===== src/rtl/bmdma_pkg.sv =====
package bmdma_pkg;

  // Register window layout (byte offsets)
  localparam logic [2:0] OFS_CMD  = 3'd0;
  localparam logic [2:0] OFS_STAT = 3'd2;

  // Command byte bit positions
  localparam int CMD_RUN_BIT = 0;
  localparam int CMD_DIR_BIT = 3;

  // Status byte bit positions
  localparam int STAT_ACT_BIT = 0;
  localparam int STAT_ERR_BIT = 1;
  localparam int STAT_IRQ_BIT = 2;

  typedef enum logic [1:0] {
    SZ_BYTE  = 2'd0,
    SZ_HALF  = 2'd1,
    SZ_WORD  = 2'd2,
    SZ_WORD3 = 2'd3
  } acc_size_e;

  // Lane enable pattern for an access of the given size, starting at lane 0
  function automatic logic [3:0] size_lanes(input logic [1:0] sz);
    case (acc_size_e'(sz))
      SZ_BYTE: size_lanes = 4'b0001;
      SZ_HALF: size_lanes = 4'b0011;
      default: size_lanes = 4'b1111;
    endcase
  endfunction

endpackage


===== src/rtl/bmdma_cmd_ctl.sv =====
module bmdma_cmd_ctl (
  input  logic clk,
  input  logic rst,
  input  logic wr_en,
  input  logic wr_run,
  input  logic wr_dir,
  input  logic eng_done,
  output logic run_q,
  output logic dir_q,
  output logic active_q,
  output logic start_pulse
);

  logic run_rise;
  logic launch;

  assign run_rise = wr_en && wr_run && !run_q;
  // A completing transfer frees the channel in the same cycle
  assign launch   = run_rise && (!active_q || eng_done);

  always_ff @(posedge clk) begin
    if (rst) begin
      run_q       <= 1'b0;
      dir_q       <= 1'b0;
      active_q    <= 1'b0;
      start_pulse <= 1'b0;
    end else begin
      if (wr_en) begin
        run_q <= wr_run;
        dir_q <= wr_dir;
      end
      start_pulse <= launch;
      if (launch)
        active_q <= 1'b1;
      else if (eng_done)
        active_q <= 1'b0;
    end
  end

endmodule


===== src/rtl/bmdma_stat_flags.sv =====
module bmdma_stat_flags #(
  parameter int NFLAG = 2
) (
  input  logic             clk,
  input  logic             rst,
  input  logic [NFLAG-1:0] set_i,
  input  logic [NFLAG-1:0] clr_i,
  output logic [NFLAG-1:0] flag_q
);

  for (genvar g = 0; g < NFLAG; g++) begin : g_flag
    always_ff @(posedge clk) begin
      if (rst)
        flag_q[g] <= 1'b0;
      else if (set_i[g])
        flag_q[g] <= 1'b1;
      else if (clr_i[g])
        flag_q[g] <= 1'b0;
    end
  end

endmodule


===== src/rtl/bmdma_ptr_reg.sv =====
module bmdma_ptr_reg #(
  parameter int PTR_W  = 32,
  parameter int ALIGN  = 2,
  localparam int NLANE  = PTR_W / 8,
  localparam int LANE_W = $clog2(NLANE)
) (
  input  logic              clk,
  input  logic              rst,
  input  logic              wr_en,
  input  logic [LANE_W-1:0] lane,
  input  logic [1:0]        size,
  input  logic [PTR_W-1:0]  wdata,
  output logic [PTR_W-1:0]  base_q,
  output logic [PTR_W-1:0]  cur_q
);

  localparam logic [PTR_W-1:0] ALIGN_MASK = ~((PTR_W)'((1 << ALIGN) - 1));

  logic [3:0]       lanes_raw;
  logic [NLANE-1:0] lanes_en;
  logic [PTR_W-1:0] wdata_sh;
  logic [PTR_W-1:0] merged;

  assign lanes_raw = bmdma_pkg::size_lanes(size);
  assign lanes_en  = lanes_raw[NLANE-1:0] << lane;
  assign wdata_sh  = wdata << {lane, 3'b000};

  for (genvar j = 0; j < NLANE; j++) begin : g_lane
    assign merged[8*j +: 8] = lanes_en[j] ? wdata_sh[8*j +: 8] : base_q[8*j +: 8];
  end

  always_ff @(posedge clk) begin
    if (rst) begin
      base_q <= '0;
      cur_q  <= '0;
    end else if (wr_en) begin
      base_q <= merged & ALIGN_MASK;
      cur_q  <= merged & ALIGN_MASK;
    end
  end

endmodule


===== src/rtl/bmdma_rd_port.sv =====
module bmdma_rd_port #(
  parameter int PTR_W  = 32,
  localparam int NLANE  = PTR_W / 8,
  localparam int LANE_W = $clog2(NLANE)
) (
  input  logic              clk,
  input  logic              rst,
  input  logic              rd_en,
  input  logic              sel_cmd,
  input  logic              sel_stat,
  input  logic              sel_ptr,
  input  logic [LANE_W-1:0] lane,
  input  logic [1:0]        size,
  input  logic [7:0]        cmd_byte,
  input  logic [7:0]        stat_byte,
  input  logic [PTR_W-1:0]  ptr,
  output logic [PTR_W-1:0]  rdata
);

  logic [3:0]       lanes_raw;
  logic [PTR_W-1:0] raw;
  logic [PTR_W-1:0] bitmask;

  assign lanes_raw = bmdma_pkg::size_lanes(size);

  for (genvar j = 0; j < NLANE; j++) begin : g_mask
    assign bitmask[8*j +: 8] = {8{lanes_raw[j]}};
  end

  always_comb begin
    raw = '0;
    if (sel_cmd)
      raw = (PTR_W)'(cmd_byte);
    else if (sel_stat)
      raw = (PTR_W)'(stat_byte);
    else if (sel_ptr)
      raw = ptr >> {lane, 3'b000};
  end

  always_ff @(posedge clk) begin
    if (rst)
      rdata <= '0;
    else if (rd_en)
      rdata <= raw & bitmask;
  end

endmodule


===== src/rtl/bmdma_regs.sv =====
module bmdma_regs #(
  parameter int PTR_W  = 32,
  localparam int NLANE  = PTR_W / 8,
  localparam int LANE_W = $clog2(NLANE),
  localparam int WIN_AW = LANE_W + 1
) (
  input  logic              clk,
  input  logic              rst,
  input  logic              host_wr_en,
  input  logic              host_rd_en,
  input  logic [WIN_AW-1:0] host_addr,
  input  logic [1:0]        host_size,
  input  logic [PTR_W-1:0]  host_wdata,
  output logic [PTR_W-1:0]  host_rdata,
  output logic              eng_start,
  output logic              eng_dir,
  output logic [PTR_W-1:0]  eng_cur_addr,
  input  logic              eng_done,
  input  logic              eng_err,
  input  logic              eng_irq,
  output logic              active
);

  import bmdma_pkg::*;

  logic             sel_cmd, sel_stat, sel_ptr;
  logic             run_q, dir_q;
  logic [1:0]       flag_set, flag_clr, flag_q;
  logic [7:0]       cmd_byte, stat_byte;
  logic [PTR_W-1:0] ptr_q;

  assign sel_cmd  = (host_addr == WIN_AW'(OFS_CMD));
  assign sel_stat = (host_addr == WIN_AW'(OFS_STAT));
  assign sel_ptr  = host_addr[WIN_AW-1];

  bmdma_cmd_ctl u_cmd (
    .clk        (clk),
    .rst        (rst),
    .wr_en      (host_wr_en && sel_cmd),
    .wr_run     (host_wdata[CMD_RUN_BIT]),
    .wr_dir     (host_wdata[CMD_DIR_BIT]),
    .eng_done   (eng_done),
    .run_q      (run_q),
    .dir_q      (dir_q),
    .active_q   (active),
    .start_pulse(eng_start)
  );

  assign flag_set = {eng_irq, eng_err};
  assign flag_clr = {2{host_wr_en && sel_stat}} &
                    {host_wdata[STAT_IRQ_BIT], host_wdata[STAT_ERR_BIT]};

  bmdma_stat_flags #(.NFLAG(2)) u_flags (
    .clk   (clk),
    .rst   (rst),
    .set_i (flag_set),
    .clr_i (flag_clr),
    .flag_q(flag_q)
  );

  bmdma_ptr_reg #(.PTR_W(PTR_W)) u_ptr (
    .clk   (clk),
    .rst   (rst),
    .wr_en (host_wr_en && sel_ptr),
    .lane  (host_addr[LANE_W-1:0]),
    .size  (host_size),
    .wdata (host_wdata),
    .base_q(ptr_q),
    .cur_q (eng_cur_addr)
  );

  always_comb begin
    cmd_byte = '0;
    cmd_byte[CMD_RUN_BIT] = run_q;
    cmd_byte[CMD_DIR_BIT] = dir_q;
    stat_byte = '0;
    stat_byte[STAT_ACT_BIT] = active;
    stat_byte[STAT_ERR_BIT] = flag_q[0];
    stat_byte[STAT_IRQ_BIT] = flag_q[1];
  end

  assign eng_dir = dir_q;

  bmdma_rd_port #(.PTR_W(PTR_W)) u_rd (
    .clk      (clk),
    .rst      (rst),
    .rd_en    (host_rd_en),
    .sel_cmd  (sel_cmd),
    .sel_stat (sel_stat),
    .sel_ptr  (sel_ptr),
    .lane     (host_addr[LANE_W-1:0]),
    .size     (host_size),
    .cmd_byte (cmd_byte),
    .stat_byte(stat_byte),
    .ptr      (ptr_q),
    .rdata    (host_rdata)
  );

endmodule


===== config.mk =====
export PLATFORM = sky130hd
export DESIGN_NAME = bmdma_regs
export DESIGN_NICKNAME = d
export VERILOG_FILES = /design/src/rtl/bmdma_pkg.sv /design/src/rtl/bmdma_cmd_ctl.sv /design/src/rtl/bmdma_stat_flags.sv /design/src/rtl/bmdma_ptr_reg.sv /design/src/rtl/bmdma_rd_port.sv /design/src/rtl/bmdma_regs.sv
export SDC_FILE = /design/constraint.sdc
export NUM_CORES = 1
export LEC_CHECK = 0
export ABC_CLOCK_PERIOD_IN_PS = 1190
export BUFFER_PORTS_ARGS = -buffer_cell sky130_fd_sc_hd__buf_4
export CORE_MARGIN = 2
export CORE_UTILIZATION = 26
export DETAILED_ROUTE_END_ITERATION = 10
export GPL_TIMING_DRIVEN = 1
export PLACE_DENSITY_LB_ADDON = 0.05
export SLEW_MARGIN = 10
export SYNTH_ARGS = -nofsm -noshare
export SYNTH_HDL_FRONTEND = slang
export SYNTH_SLANG_ARGS = --single-unit
export TNS_END_PERCENT = 50

===== constraint.sdc =====
create_clock -name clk -period 1.19 [get_ports clk]
set_input_delay 0.0595 -clock clk [delete_from_list [all_inputs] [get_ports clk]]
set_output_delay 0.0595 -clock clk [all_outputs]
set_load 0.02 [all_outputs]

* After elaboration in Yosys (flattened, before gate mapping) *
Index checks and enable logic that the tools add are counted.

cells by class
  mux-type cells = 10
  bitwise operators = 2
  reduce and logical (&&, ||, !) cells = 18
  equality and inequality tests = 2
  shift-type cells = 3

operator list
  cell                                                  number
  two-way mux 32 bit                                    3
  bitwise AND 32 bit                                    1
  left shift 32 x 5 -> 32 bit                           1
  >> shifter 32 x 5 -> 32 bit                           1
  case mux 4 bit (2 select lines)                       1
  AND reduction 2 bit                                   4
  logical AND 1 bit                                     6
  two-way mux 1 bit                                     6
  nonzero test 2 bit                                    3
  left shift 4 x 2 -> 4 bit                             1
  equality test 3 x 2 -> 1 bit (second input constant)  1
  zero test 3 bit                                       1
  bitwise AND 2 bit                                     1
  equality test 2 x 1 -> 1 bit (second input constant)  1
  zero test 1 bit                                       2
  zero test 2 bit                                       1
  logical OR 1 bit                                      1

word-level totals
  logic and storage cells = 46
  input port bits = 44
  output and inout port bits = 67
  flip-flop bits (word level) = 68

* Depth between registers and ports, before layout *
  depth in word-level cells = 6
  depth in mapped cells = 6
  mapped depth without buffers = 3

* Cells and area by module *
A second synthesis with hierarchy kept.

unflattened totals
  cell total of the unflattened synthesis = 412
  area total of the unflattened synthesis = 4,042.6 um^2

modules (own cells, without submodules)
  module            seq. area each (um^2)  instances  cells each  area each (um^2)
  bmdma_ptr_reg     600.6                  1          193         1,890.6
  bmdma_rd_port     640.6                  1          190         1,878.1
  bmdma_cmd_ctl     80.1                   1          13          143.9
  bmdma_stat_flags  40.0                   1          8           70.1
  bmdma_regs        0.0                    1          8           60.1

* Worst setup path before layout *
No wires, ideal clock.

  path type = flip-flop to flip-flop
  start point = reg u_ptr.base_q[27]
  end point = reg u_rd.rdata[3]
  setup time = 0.145 ns
  data required time = 1.045 ns
  buffers on the path = 0
  cell stages (with the launch flop) = 4
  period minus slack after synthesis = 1.162 ns
  setup slack = 0.028 ns
  arrival = 1.017 ns
  cells stage by stage = dfxtp_1 > mux2_2 > a221oi_1 > a211oi_1

on the way
  cells in the longest elaborated chain, start to end = 5

ends and longest elaborated chain
  item                         RTL line             RTL
  start, declared              bmdma_ptr_reg.sv:13  output logic [PTR_W-1:0] base_q,
  start signal, assigned       bmdma_ptr_reg.sv:37  base_q <= merged & ALIGN_MASK;
  >> shifter 32 x 5 -> 32 bit  bmdma_rd_port.sv:37  raw = ptr >> {lane, 3'b000};
  two-way mux 32 bit           bmdma_rd_port.sv:36  else if (sel_ptr)
  two-way mux 32 bit           bmdma_rd_port.sv:34  else if (sel_stat)
  two-way mux 32 bit           bmdma_rd_port.sv:32  if (sel_cmd)
  bitwise AND 32 bit           bmdma_rd_port.sv:44  rdata <= raw & bitmask;
  end signal, assigned         bmdma_rd_port.sv:44
  end, declared                bmdma_rd_port.sv:17  output logic [PTR_W-1:0] rdata

No other way between the ends.
A chain may end at the register's enable or synchronous reset.

* Worst setup path after layout *
  start point = reg u_ptr.base_q[2]
  end point = reg u_rd.rdata[2]

Same word-level chain as after synthesis.

==> impl_metrics.ini <==
[clock_tree]
path_clk_slew_ps = 50
clkLatencyLatePin_ps = 340
cts_num_sinks = 68
root_buffer = clkbuf_16
post-cts-setup-buffers = 0
cts_tree = done
cts_buffers = 9
h-tree-depth = 3
clockBufferDepth = 2

[routing]
routed_wl_um = 13210
drtIter0Drc = 139
vias = 3434
drtAntennaViolNets = 0
avgViaCountPerCell = 4.927
route.detailed.drc = 0
wl_per_cell_um = 18.95
first_pass_iters = 4

[placed_design]
place_ws_ps = -103.1
gp_congestion = 0.8052
dpl.hpwl_um = 10110
port_buffers = 108

[sta]
finalCriticalPeriod_ps = 1220
fin_ws_ps = -29.73
rsz0062_at_grt = false
finalSetupTns_ps = -29.73
setup_viol = 1
layout_worst_path_cycle_share_pct = 102.5
fin_hold_ws_ps = 15.67
clock_skew_ps = 3.641
finalHoldViolCount = 0
maxSlewViolCount = 0
fmax_ghz = 0.8199

[grt]
grt_antenna_before_repair = 0
grt_max_degree = 31
grt_pass1_vias = 3398
grt_pass1_wl_um = 19940
grt_overflow = 0
track_usage_pct = 18.28

[min_path]
worst_hold_path_type = input port to register
holdPathStages = 3
hold_start = host_wdata[0]

[yosys]
ys_types = 46
ys_seq_area_share_pct = 37.56
avgSynthCellArea_sq_um = 9.931
synthCells = 365
synth_warnings = 0
ys.flop_type = dfxtp_1
synth_top_cell_area_share_pct = 37.56
synth_area_sq_um = 3625
synth-async-reset-ratio_pct = 0
synth_area_leader_cell = dfxtp_1
synth_edf_count = 0
netlist_top_cells_area = dfxtp_1 38%, mux2i_1 8.8%, mux4_2 7.5%
ys_ff_latch = 68

[worst_setup_path]
reg2reg_from = u_ptr.base_q[2]
worstPathArrival_ps = 1420
path_cells = mux2_2, a221oi_1, a211oi_1
cp_num_cells = 3
critical_path.endpoint_type = register
startpoint_type = register
cp-startpoint = u_ptr.base_q[2]
path_class = register to register
crit_path_max_fanout = 3
cpPeakStageDelay_ps = 380
critPathTopFamily = compound AO/OA/AOI/OAI gates
required_ps = 1390
r2r_cells = 3
path_buf_inv = 0
cp_slowest_cell = dfxtp_1

[job]
drv_cap = 0

[cells_and_area]
final_cell_mix = 163 x buf_4, 67 x dfxtp_1, 40 x a21oi_1
drive_above_1_share_pct = 41.78
fin_nets = 557
final_common_cell = buf_4
fillers = 1418
syn_to_final_growth_pct = 46.91
antenna_cells = 0
fin_util_pct = 38.66

[die]
fp.dieW_um = 122.1
start_util_pct = 26.32
num_rows = 43
dieArea_sq_um = 14900
io_pins = 111
core_area_sq_um = 13770
die_y_um = 122.1

[power_and_ir_drop]
p_leak_nw = 2.239
worst_ir_drop_vdd_mv = 0.5784
p_per_area_nw_per_um2 = 1164

[outcome]
violations = negative setup slack
status = finished with violations
[metrics by stage]
| step | cells | power, mW | instance area, sq um |
|---|---|---|---|
| after global routing | 697 | 6.474 | 5325 |
| after CTS | 697 | 6.271 | 5318 |
| after floorplan | 366 | 3.040 | 3628 |
| after global placement | 676 | 3.588 | 4972 |
| after detailed placement | 676 | 3.591 | 4972 |
| final | 697 | 6.196 | 5325 |
[synthesized netlist by cell type, drive strengths merged, types with 8 or more instances]
library cell and number:
a211oi 18, a21oi 40, a22o 8, a2bb2oi 8
a31oi 9, buf 23, clkbuf 16, dfxtp 68
mux2 10, mux2i 32, mux4 12, nand2b 15
nand3 12, nand3b 10, nor2 21, nor2b 11
o21ai 10, o2bb2ai 8
[layout make-up]
cell class / instances / area (sq um) / area share (%)
clock buffers: 13 / 250.2 / 4.699
repair buffers: 175 / 1404 / 26.36
well taps: 180 / 225.2 / 4.229
flip-flops and latches: 68 / 1363 / 25.59
inverters: 4 / 15.01 / 0.2820
clock inverters: 2 / 35.03 / 0.6579
multi-input cells: 255 / 2033 / 38.18
[layer usage]
| layer | wire length [um] | up-vias | share of wire (%) | GRT usage (%) |
|---|---|---|---|---|
| met5 | 0 | - | 0 | 0 |
| met4 | 188 | 0 | 1.4 | 4.885 |
| met3 | 748 | 14 | 5.7 | 5.290 |
| met2 | 6322 | 120 | 48 | 29.78 |
| met1 | 5947 | 1638 | 45 | 23.67 |
| li1 | - | 1662 | - | - |
[logic make-up (layout without fill, tap and decap cells)]
family                 Yosys count  after routing  share of synthesized area, %
AO/OA/AOI/OAI                  112            112                         21.68
AND/OR/NAND/NOR                 87             87                         14.46
flip-flops                      68             68                         37.56
multiplexers                    54             54                         19.40
buffers and inverters           43            194                         6.800
other                            1              2                        0.1035
[where the power goes]
group	switching [mW]	internal [mW]	total, mW
clock network	0.980	1.67	2.65
registers	0.0529	2.35	2.40
logic	0.585	0.566	1.15
total	1.62	4.58	6.20
[timing repair]
| action | in CTS | in global routing |
|---|---|---|
| endpoints found under the hold margin | 6 | 0 |
| hold buffers | 6 | 0 |
| gates resized for setup | 0 | 2 |
| endpoints found under the setup margin | 0 | 2 |
[tightest hold or removal path: cells and delay by family]
kind | cells | cell delay, ps
simple gates | 1 | 80
buf+inv | 1 | 110
mux | 1 | 70
[worst paths after layout]
kind / to / slack [ps]
worst max-delay path: u_rd.rdata[2] / -30
worst min-delay path: u_cmd.run_q / 20
worst max register to register: u_rd.rdata[2] / -30
worst min register to register: u_rd.rdata[29] / 470
[flip-flops by register name (all words and copies together), names as in the netlist]
name and cells:
u_cmd.run_q 1, u_cmd.dir_q 1, u_ptr.base_q 30, u_flags.flag_q 2, u_rd.rdata 32, u_cmd.start_pulse 1, u_cmd.active_q 1
No activity file was read; power rests on OpenSTA's default activity.
